## config.mk

```make
export PLATFORM = sky130hd
export DESIGN_NAME = pwr_mode_ctrl
export DESIGN_NICKNAME = d
export VERILOG_FILES = /design/src/rtl/pwr_mode_pkg.sv /design/src/rtl/pwr_trig_arb.sv /design/src/rtl/pwr_init_seq.sv /design/src/rtl/pwr_rail_dec.sv /design/src/rtl/pwr_mode_ctrl.sv
export SDC_FILE = /design/constraint.sdc
export NUM_CORES = 1
export LEC_CHECK = 0
export CAP_MARGIN = 20
export CORE_AREA = 2 2 49 51
export CTS_CLUSTER_DIAMETER = 150
export DETAILED_ROUTE_END_ITERATION = 7
export DIE_AREA = 0 0 51 53
export DONT_BUFFER_PORTS = 1
export PLACE_DENSITY = 0.61
export SLEW_MARGIN = 10
export SYNTH_ARGS = -nofsm -noshare
export SYNTH_HDL_FRONTEND = slang
export SYNTH_HIERARCHICAL = 1
export SYNTH_SLANG_ARGS = --single-unit
export TNS_END_PERCENT = 50
```

## constraint.sdc

```tcl
create_clock -name clk -period 1.4 [get_ports clk]
set_input_delay 0.07 -clock clk [delete_from_list [all_inputs] [get_ports clk]]
set_output_delay 0.07 -clock clk [all_outputs]
set_load 0.01 [all_outputs]
```

## src/rtl/pwr_mode_pkg.sv

```systemverilog
package pwr_mode_pkg;

  typedef enum logic [2:0] {
    ST_STANDBY = 3'd0,
    ST_WAIT    = 3'd1,
    ST_ACTIVE  = 3'd2,
    ST_MCU     = 3'd3,
    ST_SOCERR  = 3'd4,
    ST_RET     = 3'd5,
    ST_RECOV   = 3'd6,
    ST_INIT    = 3'd7
  } pm_state_e;

  localparam int NRAIL     = 4;
  localparam int RAIL_MCU  = 0;
  localparam int RAIL_MAIN = 1;
  localparam int RAIL_GPIO = 2;
  localparam int RAIL_DDR  = 3;

  localparam int NSTEP  = 4;
  localparam int STEP_W = $clog2(NSTEP);

  localparam int unsigned TRG_A = 0;
  localparam int unsigned TRG_B = 1;
  localparam int unsigned TRG_C = 2;
  localparam int unsigned TRG_D = 3;

endpackage

```

## src/rtl/pwr_trig_arb.sv

```systemverilog
module pwr_trig_arb #(
  parameter int NTRIG = 4,
  localparam int IDX_W = (NTRIG > 1) ? $clog2(NTRIG) : 1
) (
  input  logic [NTRIG-1:0] trig,
  output logic             hit,
  output logic [IDX_W-1:0] idx
);

  // lowest-numbered asserted trigger wins
  always_comb begin
    hit = |trig;
    idx = '0;
    for (int i = NTRIG - 1; i >= 0; i--) begin
      if (trig[i]) idx = IDX_W'(i);
    end
  end

endmodule

```

## src/rtl/pwr_init_seq.sv

```systemverilog
module pwr_init_seq
  import pwr_mode_pkg::*;
(
  input  logic              clk,
  input  logic              rst_n,
  input  logic              run,
  input  logic              reload,
  output logic [STEP_W-1:0] step_o,
  output logic              last_o,
  output logic              buck_off_o,
  output logic              ldo_off_o,
  output logic              first_done_o,
  output logic              ov_mask_o,
  output logic              uv_mask_o
);

  logic [STEP_W-1:0] step_q, step_d;
  logic              buck_q, ldo_q, first_q, ovm_q, uvm_q;
  logic              buck_d, ldo_d, first_d, ovm_d, uvm_d;
  logic              cfg_en;

  assign last_o = run && (step_q == STEP_W'(NSTEP - 1));

  always_comb begin
    step_d  = run ? (last_o ? '0 : step_q + STEP_W'(1)) : '0;
    buck_d  = buck_q;
    ldo_d   = ldo_q;
    first_d = first_q;
    ovm_d   = ovm_q;
    uvm_d   = uvm_q;
    if (reload) begin
      buck_d = 1'b0;
      ldo_d  = 1'b0;
      ovm_d  = 1'b1;
      uvm_d  = 1'b1;
    end else if (run) begin
      case (step_q)
        STEP_W'(0): buck_d  = 1'b1;
        STEP_W'(1): ldo_d   = 1'b1;
        STEP_W'(2): first_d = 1'b1;
        default: begin
          ovm_d = 1'b0;
          uvm_d = 1'b0;
        end
      endcase
    end
  end

  assign cfg_en = run || reload;

  always_ff @(posedge clk or negedge rst_n) begin
    if (!rst_n) begin
      step_q  <= '0;
      buck_q  <= 1'b0;
      ldo_q   <= 1'b0;
      first_q <= 1'b0;
      ovm_q   <= 1'b1;
      uvm_q   <= 1'b1;
    end else begin
      step_q <= step_d;
      if (cfg_en) begin
        buck_q  <= buck_d;
        ldo_q   <= ldo_d;
        first_q <= first_d;
        ovm_q   <= ovm_d;
        uvm_q   <= uvm_d;
      end
    end
  end

  assign step_o       = step_q;
  assign buck_off_o   = buck_q;
  assign ldo_off_o    = ldo_q;
  assign first_done_o = first_q;
  assign ov_mask_o    = ovm_q;
  assign uv_mask_o    = uvm_q;

endmodule

```

## src/rtl/pwr_rail_dec.sv

```systemverilog
module pwr_rail_dec
  import pwr_mode_pkg::*;
(
  input  pm_state_e        state,
  input  logic [1:0]       ret_sel,
  output logic [NRAIL-1:0] rail_en,
  output logic             en_drv,
  output logic             recovery_req
);

  always_comb begin
    rail_en      = '0;
    en_drv       = 1'b0;
    recovery_req = 1'b0;
    case (state)
      ST_ACTIVE: begin
        rail_en[RAIL_MCU]  = 1'b1;
        rail_en[RAIL_MAIN] = 1'b1;
        en_drv             = 1'b1;
      end
      ST_MCU, ST_SOCERR: begin
        rail_en[RAIL_MCU] = 1'b1;
        en_drv            = 1'b1;
      end
      ST_RET: begin
        rail_en[RAIL_GPIO] = ret_sel[0];
        rail_en[RAIL_DDR]  = ret_sel[1];
      end
      ST_RECOV: recovery_req = 1'b1;
      default: ;
    endcase
  end

endmodule

```

## src/rtl/pwr_mode_ctrl.sv

```systemverilog
module pwr_mode_ctrl
  import pwr_mode_pkg::*;
#(
  parameter int NTRIG = 4
) (
  input  logic              clk,
  input  logic              rst_n,
  input  logic              on_req,
  input  logic [NTRIG-1:0]  trig,
  input  logic              fault_in,
  input  logic              supply_ok,
  input  logic              ret_gpio_sel,
  input  logic              ret_ddr_sel,
  input  logic              hw_return,
  output logic [NRAIL-1:0]  rail_en,
  output logic              en_drv,
  output logic              recovery_req,
  output logic [2:0]        state_o,
  output logic [STEP_W-1:0] init_step_o,
  output logic              init_busy,
  output logic              buck_rv_off,
  output logic              ldo_rv_off,
  output logic              first_done,
  output logic              sup_ov_mask,
  output logic              sup_uv_mask
);

  localparam int TIDX_W = (NTRIG > 1) ? $clog2(NTRIG) : 1;

  // reset: asserts at once, releases after two clock edges
  logic [1:0] rst_pipe;
  logic       rst_core_n;

  always_ff @(posedge clk or negedge rst_n) begin
    if (!rst_n) rst_pipe <= '0;
    else        rst_pipe <= {rst_pipe[0], 1'b1};
  end
  assign rst_core_n = rst_pipe[1];

  pm_state_e         state_q, state_d;
  logic              dest_wait_q, dest_wait_d;
  logic [1:0]        ret_sel_q;
  logic              ret_cap, st_upd, dest_en;
  logic              fault, trig_hit, init_last, init_reload;
  logic [TIDX_W-1:0] trig_idx;
  int unsigned       tn;

  assign fault = fault_in || !supply_ok;

  pwr_trig_arb #(.NTRIG(NTRIG)) u_arb (
    .trig (trig),
    .hit  (trig_hit),
    .idx  (trig_idx)
  );

  // next-state process
  always_comb begin
    state_d     = state_q;
    dest_wait_d = dest_wait_q;
    ret_cap     = 1'b0;
    tn          = 32'(trig_idx);
    case (state_q)
      ST_INIT: begin
        if (init_last) state_d = dest_wait_q ? ST_WAIT : ST_STANDBY;
      end
      ST_RECOV: begin
        if (hw_return) begin
          state_d     = ST_INIT;
          dest_wait_d = 1'b1;
        end
      end
      default: begin
        if (fault) begin
          state_d = ST_RECOV;
        end else if (state_q == ST_STANDBY || state_q == ST_WAIT) begin
          if (on_req) state_d = ST_ACTIVE;
        end else if (trig_hit) begin
          case (state_q)
            ST_ACTIVE: begin
              if (tn == TRG_B)      state_d = ST_MCU;
              else if (tn == TRG_C) state_d = ST_SOCERR;
              else if (tn == TRG_D) begin
                state_d = ST_RET;
                ret_cap = 1'b1;
              end
            end
            ST_MCU: begin
              if (tn == TRG_A)      state_d = ST_ACTIVE;
              else if (tn == TRG_D) begin
                state_d = ST_RET;
                ret_cap = 1'b1;
              end
            end
            ST_SOCERR: begin
              if (tn == TRG_B) state_d = ST_MCU;
            end
            ST_RET: begin
              if (tn == TRG_A)      state_d = ST_ACTIVE;
              else if (tn == TRG_B) state_d = ST_MCU;
            end
            default: ;
          endcase
        end
      end
    endcase
  end

  assign st_upd      = (state_d != state_q);
  assign dest_en     = (state_q == ST_RECOV);
  assign init_reload = st_upd && (state_d == ST_RECOV);

  // register process
  always_ff @(posedge clk or negedge rst_core_n) begin
    if (!rst_core_n) begin
      state_q     <= ST_INIT;
      dest_wait_q <= 1'b0;
      ret_sel_q   <= '0;
    end else begin
      if (st_upd)  state_q     <= state_d;
      if (dest_en) dest_wait_q <= dest_wait_d;
      if (ret_cap) ret_sel_q   <= {ret_ddr_sel, ret_gpio_sel};
    end
  end

  pwr_init_seq u_init (
    .clk          (clk),
    .rst_n        (rst_core_n),
    .run          (state_q == ST_INIT),
    .reload       (init_reload),
    .step_o       (init_step_o),
    .last_o       (init_last),
    .buck_off_o   (buck_rv_off),
    .ldo_off_o    (ldo_rv_off),
    .first_done_o (first_done),
    .ov_mask_o    (sup_ov_mask),
    .uv_mask_o    (sup_uv_mask)
  );

  pwr_rail_dec u_dec (
    .state        (state_q),
    .ret_sel      (ret_sel_q),
    .rail_en      (rail_en),
    .en_drv       (en_drv),
    .recovery_req (recovery_req)
  );

  assign state_o   = state_q;
  assign init_busy = (state_q == ST_INIT);

endmodule

```

==> impl_metrics.toml, run 1 <==
[route]
drt_first_pass_iters = 4
first_iter_violations = 8
wirelength_um = 1990
num_vias = 745
wire_per_inst_um = 13.5
drc = 0
viasPerCell = 5.07
postRouteAntennaNets = 0

[power]
p_leak_nw = 0.561
ir_drop_v = 0.00117
p_per_area_nw_per_um2 = 1830

[global_route]
grt_util_all_layers = 0.161
antenna_found_initial = 0
first_global_vias = 718
grt_overflow_total = 0
grt_max_degree = 13
grt_pass1_wl_um = 3190

[clock_network]
htreeDepth = 1
clk_latency_ns = 0.28
clkSinkCount = 14
cts_buffer_depth = 2
clock_tree.root_cell = "clkbuf_4"
clk_pin_slew_ns = 0.07
cts_buffers = 3
cts_tree = "done"

[run_status]
violations = "setup timing"
status = "complete, but fails checks"

[critical_path]
worst-endpoint-required_ns = 1.57
path_class = "reg -> reg"
cp_top_family = "flip-flops"
crit_chain = "buf_6 -> or2b_1 -> a21oi_2 -> a2111oi_4 -> and4bb_2 -> o21bai_1"
r2r_cells = 6
cp.arrival_ns = 1.92
critPathLaunchType = "register"
cpMaxStageDelayCell = "dfstp_2"
cp-end-kind = "register"
crit_fanout = 6
critPathMaxStageDelay_ns = 0.60
path_depth = 6
cp_num_buf_inv = 1

[yosys]
yosysWarningCount = 6
ys_top_cells_by_area = "dfrtp_1 27%, dfstp_2 11%, ha_1 6.7%"
synthXorXnorAreaFrac = 0.00945
synth-compound-area-share = 0.169
synth_top_area_share = 0.270
synth_top_family_by_area = "simple AND/OR/NAND/NOR gates"
synth_edf_count = 0
synthMuxAreaShare = 0.0405
synth.distinct_cells = 43
yosys.area.top_type = "dfrtp_1"
syn_area_um2 = 927
avgSynthCellArea_um2 = 10.1
ys_seq_area_frac = 0.383
synth_common_cells = "10 x dfrtp_1, 8 x nand2_1, 8 x nor2_1"
yosys.area_share.simple = 0.260
async_flop_share = 1.00
yosysMostFrequentCell = "dfrtp_1"
synth_fp_nets = 109
yosys_register_bits = 14
synthAdderAreaFrac = 0.0675
synth_ff_type = "dfrtp_1"
postSynthCellCount = 92

[timing]
finalSetupTns_ns = -2.06
holdWs_ns = 0.160
final.setup_skew_ns = 0.00312
fin_crit_sh = 1.25
layout_setup_ws_ns = -0.354
slew_violations = 0
final-setup-viol-count = 11
rsz0062_at_grt = "true"
period_needed_ns = 1.75
hold_viol = 0
fmax_ghz = 0.570

[floorplan]
die_area_um2 = 2700
num_rows = 17
die_w_um = 51
core_um2 = 2150
initial_core_util = 0.432
die_height_um = 53
ios = 29

[layout]
antenna_cells = 0
drive_above_1_share = 0.437
final_net_count = 137
post-route-util = 0.574
instances_no_fill = 147
syn2layout_area_growth_pct = 33.1

[place]
dp_cells = 134
routabilityCongestion = 0.726
preCtsSetupSlack_ns = -0.338
portBuffers = 0
post-dp-hpwl_um = 1510

[min_path]
hold_class = "in -> reg"
worst_hold_path.num_cells = 4

[job]
max_cap_viol_count = 0
[final cells by class]
cell class	instances	area, um2
Multi-Input combinational cell	68	558
Tap cell	28	35.0
Clock buffer	4	36.3
Sequential cell	14	355
Inverter	5	18.8
Fill cell	185	915
Timing Repair Buffer	28	230
[metrics by stage]
| stage | total power, mW | cell area [um2] |
|---|---|---|
| floorplan | 1.44 | 943 |
| global placement | 1.77 | 1080 |
| detailed placement | 1.79 | 1080 |
| CTS | 2.19 | 1190 |
| global route | 2.45 | 1230 |
| finish | 2.26 | 1230 |
[timing repair]
item                                   in CTS  in global routing
endpoints found under the hold margin       5                  2
setup endpoints to repair                  13                 15
buffers inserted                            3                  1
resized for setup                           7                  3
pin swaps                                   3                  1
hold buffers                                4                  1
[state kept, by name (all words and copies together) (netlist names)]
register,flops
u_init/ov_mask_o,1
u_init/first_done_o,1
u_init/step_o,2
dest_wait_q,1
u_init/buck_off_o,1
state_o,3
ret_sel_q,2
u_init/ldo_off_o,1
rst_pipe,2
[power by group]
part           switching [mW]  leakage [nW]  internal [mW]  total [mW]
registers               0.125         0.158          0.552       0.677
clock network           0.125        0.0210          0.158       0.283
logic                   0.635         0.381          0.666        1.30
total                   0.885         0.561           1.38        2.26
[layer usage]
layer | global-route usage | routed length [um] | vias up
met5 | 0 | 0 | -
met2 | 0.268 | 969 | 18
met3 | 0.0508 | 102 | 3
li1 | - | - | 377
met4 | 0.0270 | 14 | 0
met1 | 0.207 | 900 | 347
[worst min-delay path, stage by stage]
cell	delay [ns]
o211ai_1	0.08
o211ai_2	0.07
buf_4	0.11
buf_6	0.08
[layout by cell type (no fill, tap or decap), drive strengths merged, types with 3 or more instances in the layout]
master | netlist | routed
buf | 5 | 23
dfrtp | 10 | 10
nand2 | 8 | 8
nor2 | 8 | 8
inv | 5 | 5
dlygate4sd3 | 0 | 5
ha | 5 | 5
a21oi | 5 | 5
dfstp | 4 | 4
clkbuf | 0 | 4
nor3b | 3 | 3
o211ai | 3 | 3
mux2 | 3 | 3
[worst paths after layout]
kind	to	slack [ns]	startpoint
worst max-delay path	u_init/first_done_o	-0.35	state_o[1]
min in group asynchronous	dest_wait_q	0.19	rst_pipe[1]
worst min register to register	dest_wait_q	0.19	rst_pipe[1]
worst min-delay path	state_o[0]	0.16	hw_return
max in group asynchronous	rst_pipe[0]	0.74	rst_n
worst max register to register	u_init/first_done_o	-0.35	state_o[1]
[logic make-up after synthesis]
group / after synthesis
AOI/OAI and AO/OA: 19
xor gates and xnor gates: 1
adders and majority gates: 5
buffers and inverters: 10
DFF: 14
muxes: 3
other: 1
and+or+nand+nor: 39
(Power assumes the default switching activity.)
==> run 2: changes to the inputs <==
--- a/config.mk
+++ b/config.mk
@@ -5,6 +5,7 @@
 export SDC_FILE = /design/constraint.sdc
 export NUM_CORES = 1
 export LEC_CHECK = 0
+export ABC_CLOCK_PERIOD_IN_PS = 1650
 export CAP_MARGIN = 20
 export CORE_AREA = 2 2 49 51
 export CTS_CLUSTER_DIAMETER = 150
@@ -12,6 +13,7 @@
 export DIE_AREA = 0 0 51 53
 export DONT_BUFFER_PORTS = 1
 export PLACE_DENSITY = 0.61
+export SETUP_SLACK_MARGIN = 0.05
 export SLEW_MARGIN = 10
 export SYNTH_ARGS = -nofsm -noshare
 export SYNTH_HDL_FRONTEND = slang
==> constraint.sdc (replaced) <==
create_clock -name clk -period 1.65 [get_ports clk]
set_input_delay 0.0825 -clock clk [delete_from_list [all_inputs] [get_ports clk]]
set_output_delay 0.0825 -clock clk [all_outputs]
set_load 0.01 [all_outputs]
==> impl_metrics.toml, run 2 (synthesis gave the netlist of run 1 again) <==
[run_status]
status = "complete, but fails checks"
violations = "setup timing"

[timing]
period_needed_ns = 1.71
rsz0062_at_grt = "true"
final.setup_skew_ns = 0.00206
holdWs_ns = 0.0301
final-setup-viol-count = 4
hold_viol = 0
fmax_ghz = 0.583
layout_setup_ws_ns = -0.0645
fin_crit_sh = 1.04
slew_violations = 0

[clock_network]
cts_buffer_depth = 2
clock_tree.root_cell = "clkbuf_4"
clkSinkCount = 14
cts_buffers = 3
htreeDepth = 1
clk_latency_ns = 0.27
clk_pin_slew_ns = 0.08
cts_tree = "done"

[global_route]
grt_util_all_layers = 0.159
grt_overflow_total = 0
grt_max_degree = 13
grt_pass1_wl_um = 3190
first_global_vias = 744
antenna_found_initial = 0

[route]
first_iter_violations = 8
wire_per_inst_um = 13.2
drt_first_pass_iters = 4
postRouteAntennaNets = 0
viasPerCell = 5.18
drc = 0
wirelength_um = 1870
num_vias = 735

[place]
post-dp-hpwl_um = 1500
placed_area_um2 = 1060
preCtsSetupSlack_ns = -0.103
routabilityCongestion = 0.731
portBuffers = 0

[critical_path]
rr_startpoint = "state_o[1]"
cp_top_family = "flip-flops"
r2r_end = "u_init/first_done_o"
crit_chain = "buf_4 -> or2b_1 -> a21oi_2 -> a2111oi_2 -> and4bb_2 -> o21bai_1"
path_class = "reg -> reg"
crit_fanout = 6
critPathMaxStageDelay_ns = 0.61
cp-end-kind = "register"
path_depth = 6
cp_num_buf_inv = 1
worst-endpoint-required_ns = 1.81
crit_start = "state_o[1]"
cp.arrival_ns = 1.88
r2r_slack_ns = -0.06
critPathLaunchType = "register"
r2r_cells = 6
cp-endpoint = "u_init/first_done_o"
cpMaxStageDelayCell = "dfstp_2"

[floorplan]
num_rows = 17
initial_core_util = 0.432
ios = 29
core_um2 = 2150
die_w_um = 51
die_height_um = 53
die_area_um2 = 2700

[layout]
fin_area_um2 = 1160
multi_input_area_um2 = 536
syn2layout_area_growth_pct = 25.5
layout_commonest_cell = "buf_4"
post-route-util = 0.542
final_net_count = 132
antenna_cells = 0
register_area_um2 = 355
fill_cells = 194
layout_common_cells = "19 x buf_4, 10 x dfrtp_1, 7 x nand2_1, 7 x nor2_1"
largest_reg_flops = 3
drive_above_1_share = 0.404

[power]
power_switching_share = 0.394
p_sw_mw = 0.718
power.total_mw = 1.82
intPower_mw = 1.11
p_per_area_nw_per_um2 = 1570
power_frac_seq = 0.316
clockPowerShare = 0.130
combPwrFrac = 0.554
p_leak_nw = 0.530
ir_drop_v = 0.000973

[min_path]
hold_class = "in -> async"

[job]
max_cap_viol_count = 0
==> run 2: per-stage QoR <==
| stage | std cells | setup TNS, ns |
|---|---|---|
| 6_report | 142 | -0.214 |
| 5_1_grt | 142 | -0.761 |
| 4_1_cts | 142 | -0.235 |
| 3_5_place_dp | 132 | -0.356 |
| 3_3_place_gp | 132 | -0.204 |
| 2_1_floorplan | 92 | -1.23 |
==> run 2: layer usage <==
metal	routed length, um	part of all wire	up-vias	GRT usage
met2	929	0.50	18	0.286
met1	837	0.45	351	0.195
met3	105	0.056	0	0.0452
met5	0	0	-	0
met4	0	0	0	0.0135
li1	-	-	366	-
==> run 2: worst min-delay path by stage <==
stage | slack (ns) | depth (start not counted) | end | from
final | 0.03 | 1 | rst_pipe[1] | rst_n
after global routing | 0.03 | 1 | rst_pipe[1] | rst_n
after CTS | 0.02 | 1 | rst_pipe[1] | rst_n
after detailed placement | -0.21 | 0 | rst_pipe[1] | rst_n
after global placement | -0.21 | 0 | rst_pipe[1] | rst_n
after floorplan | -0.21 | 0 | rst_pipe[0] | rst_n
==> run 2: layout make-up <==
cell class,instances,area share
inverter,5,0.0161
tap,28,0.0301
clock buffer,4,0.0312
timing repair buffer,23,0.157
sequential,14,0.305
multi-input combinational,68,0.460
==> run 2: timing repair <==
action	4_1_cts	5_1_grt
hold buffers	4	0
endpoints found under the setup margin	6	7
buffers inserted	2	0
pin swaps	2	1
hold endpoints to repair	6	0
resized for setup	2	2
==> run 2: power by group through the flow <==
stage / Combinational, mW / Sequential (mW) / Clock (mW)
global route: 1.14 / 0.594 / 0.259
detailed placement: 0.952 / 0.585 / 0
global placement: 0.931 / 0.583 / 0
floorplan: 0.609 / 0.611 / 0
finish: 1.01 / 0.576 / 0.237
CTS: 1.02 / 0.582 / 0.245
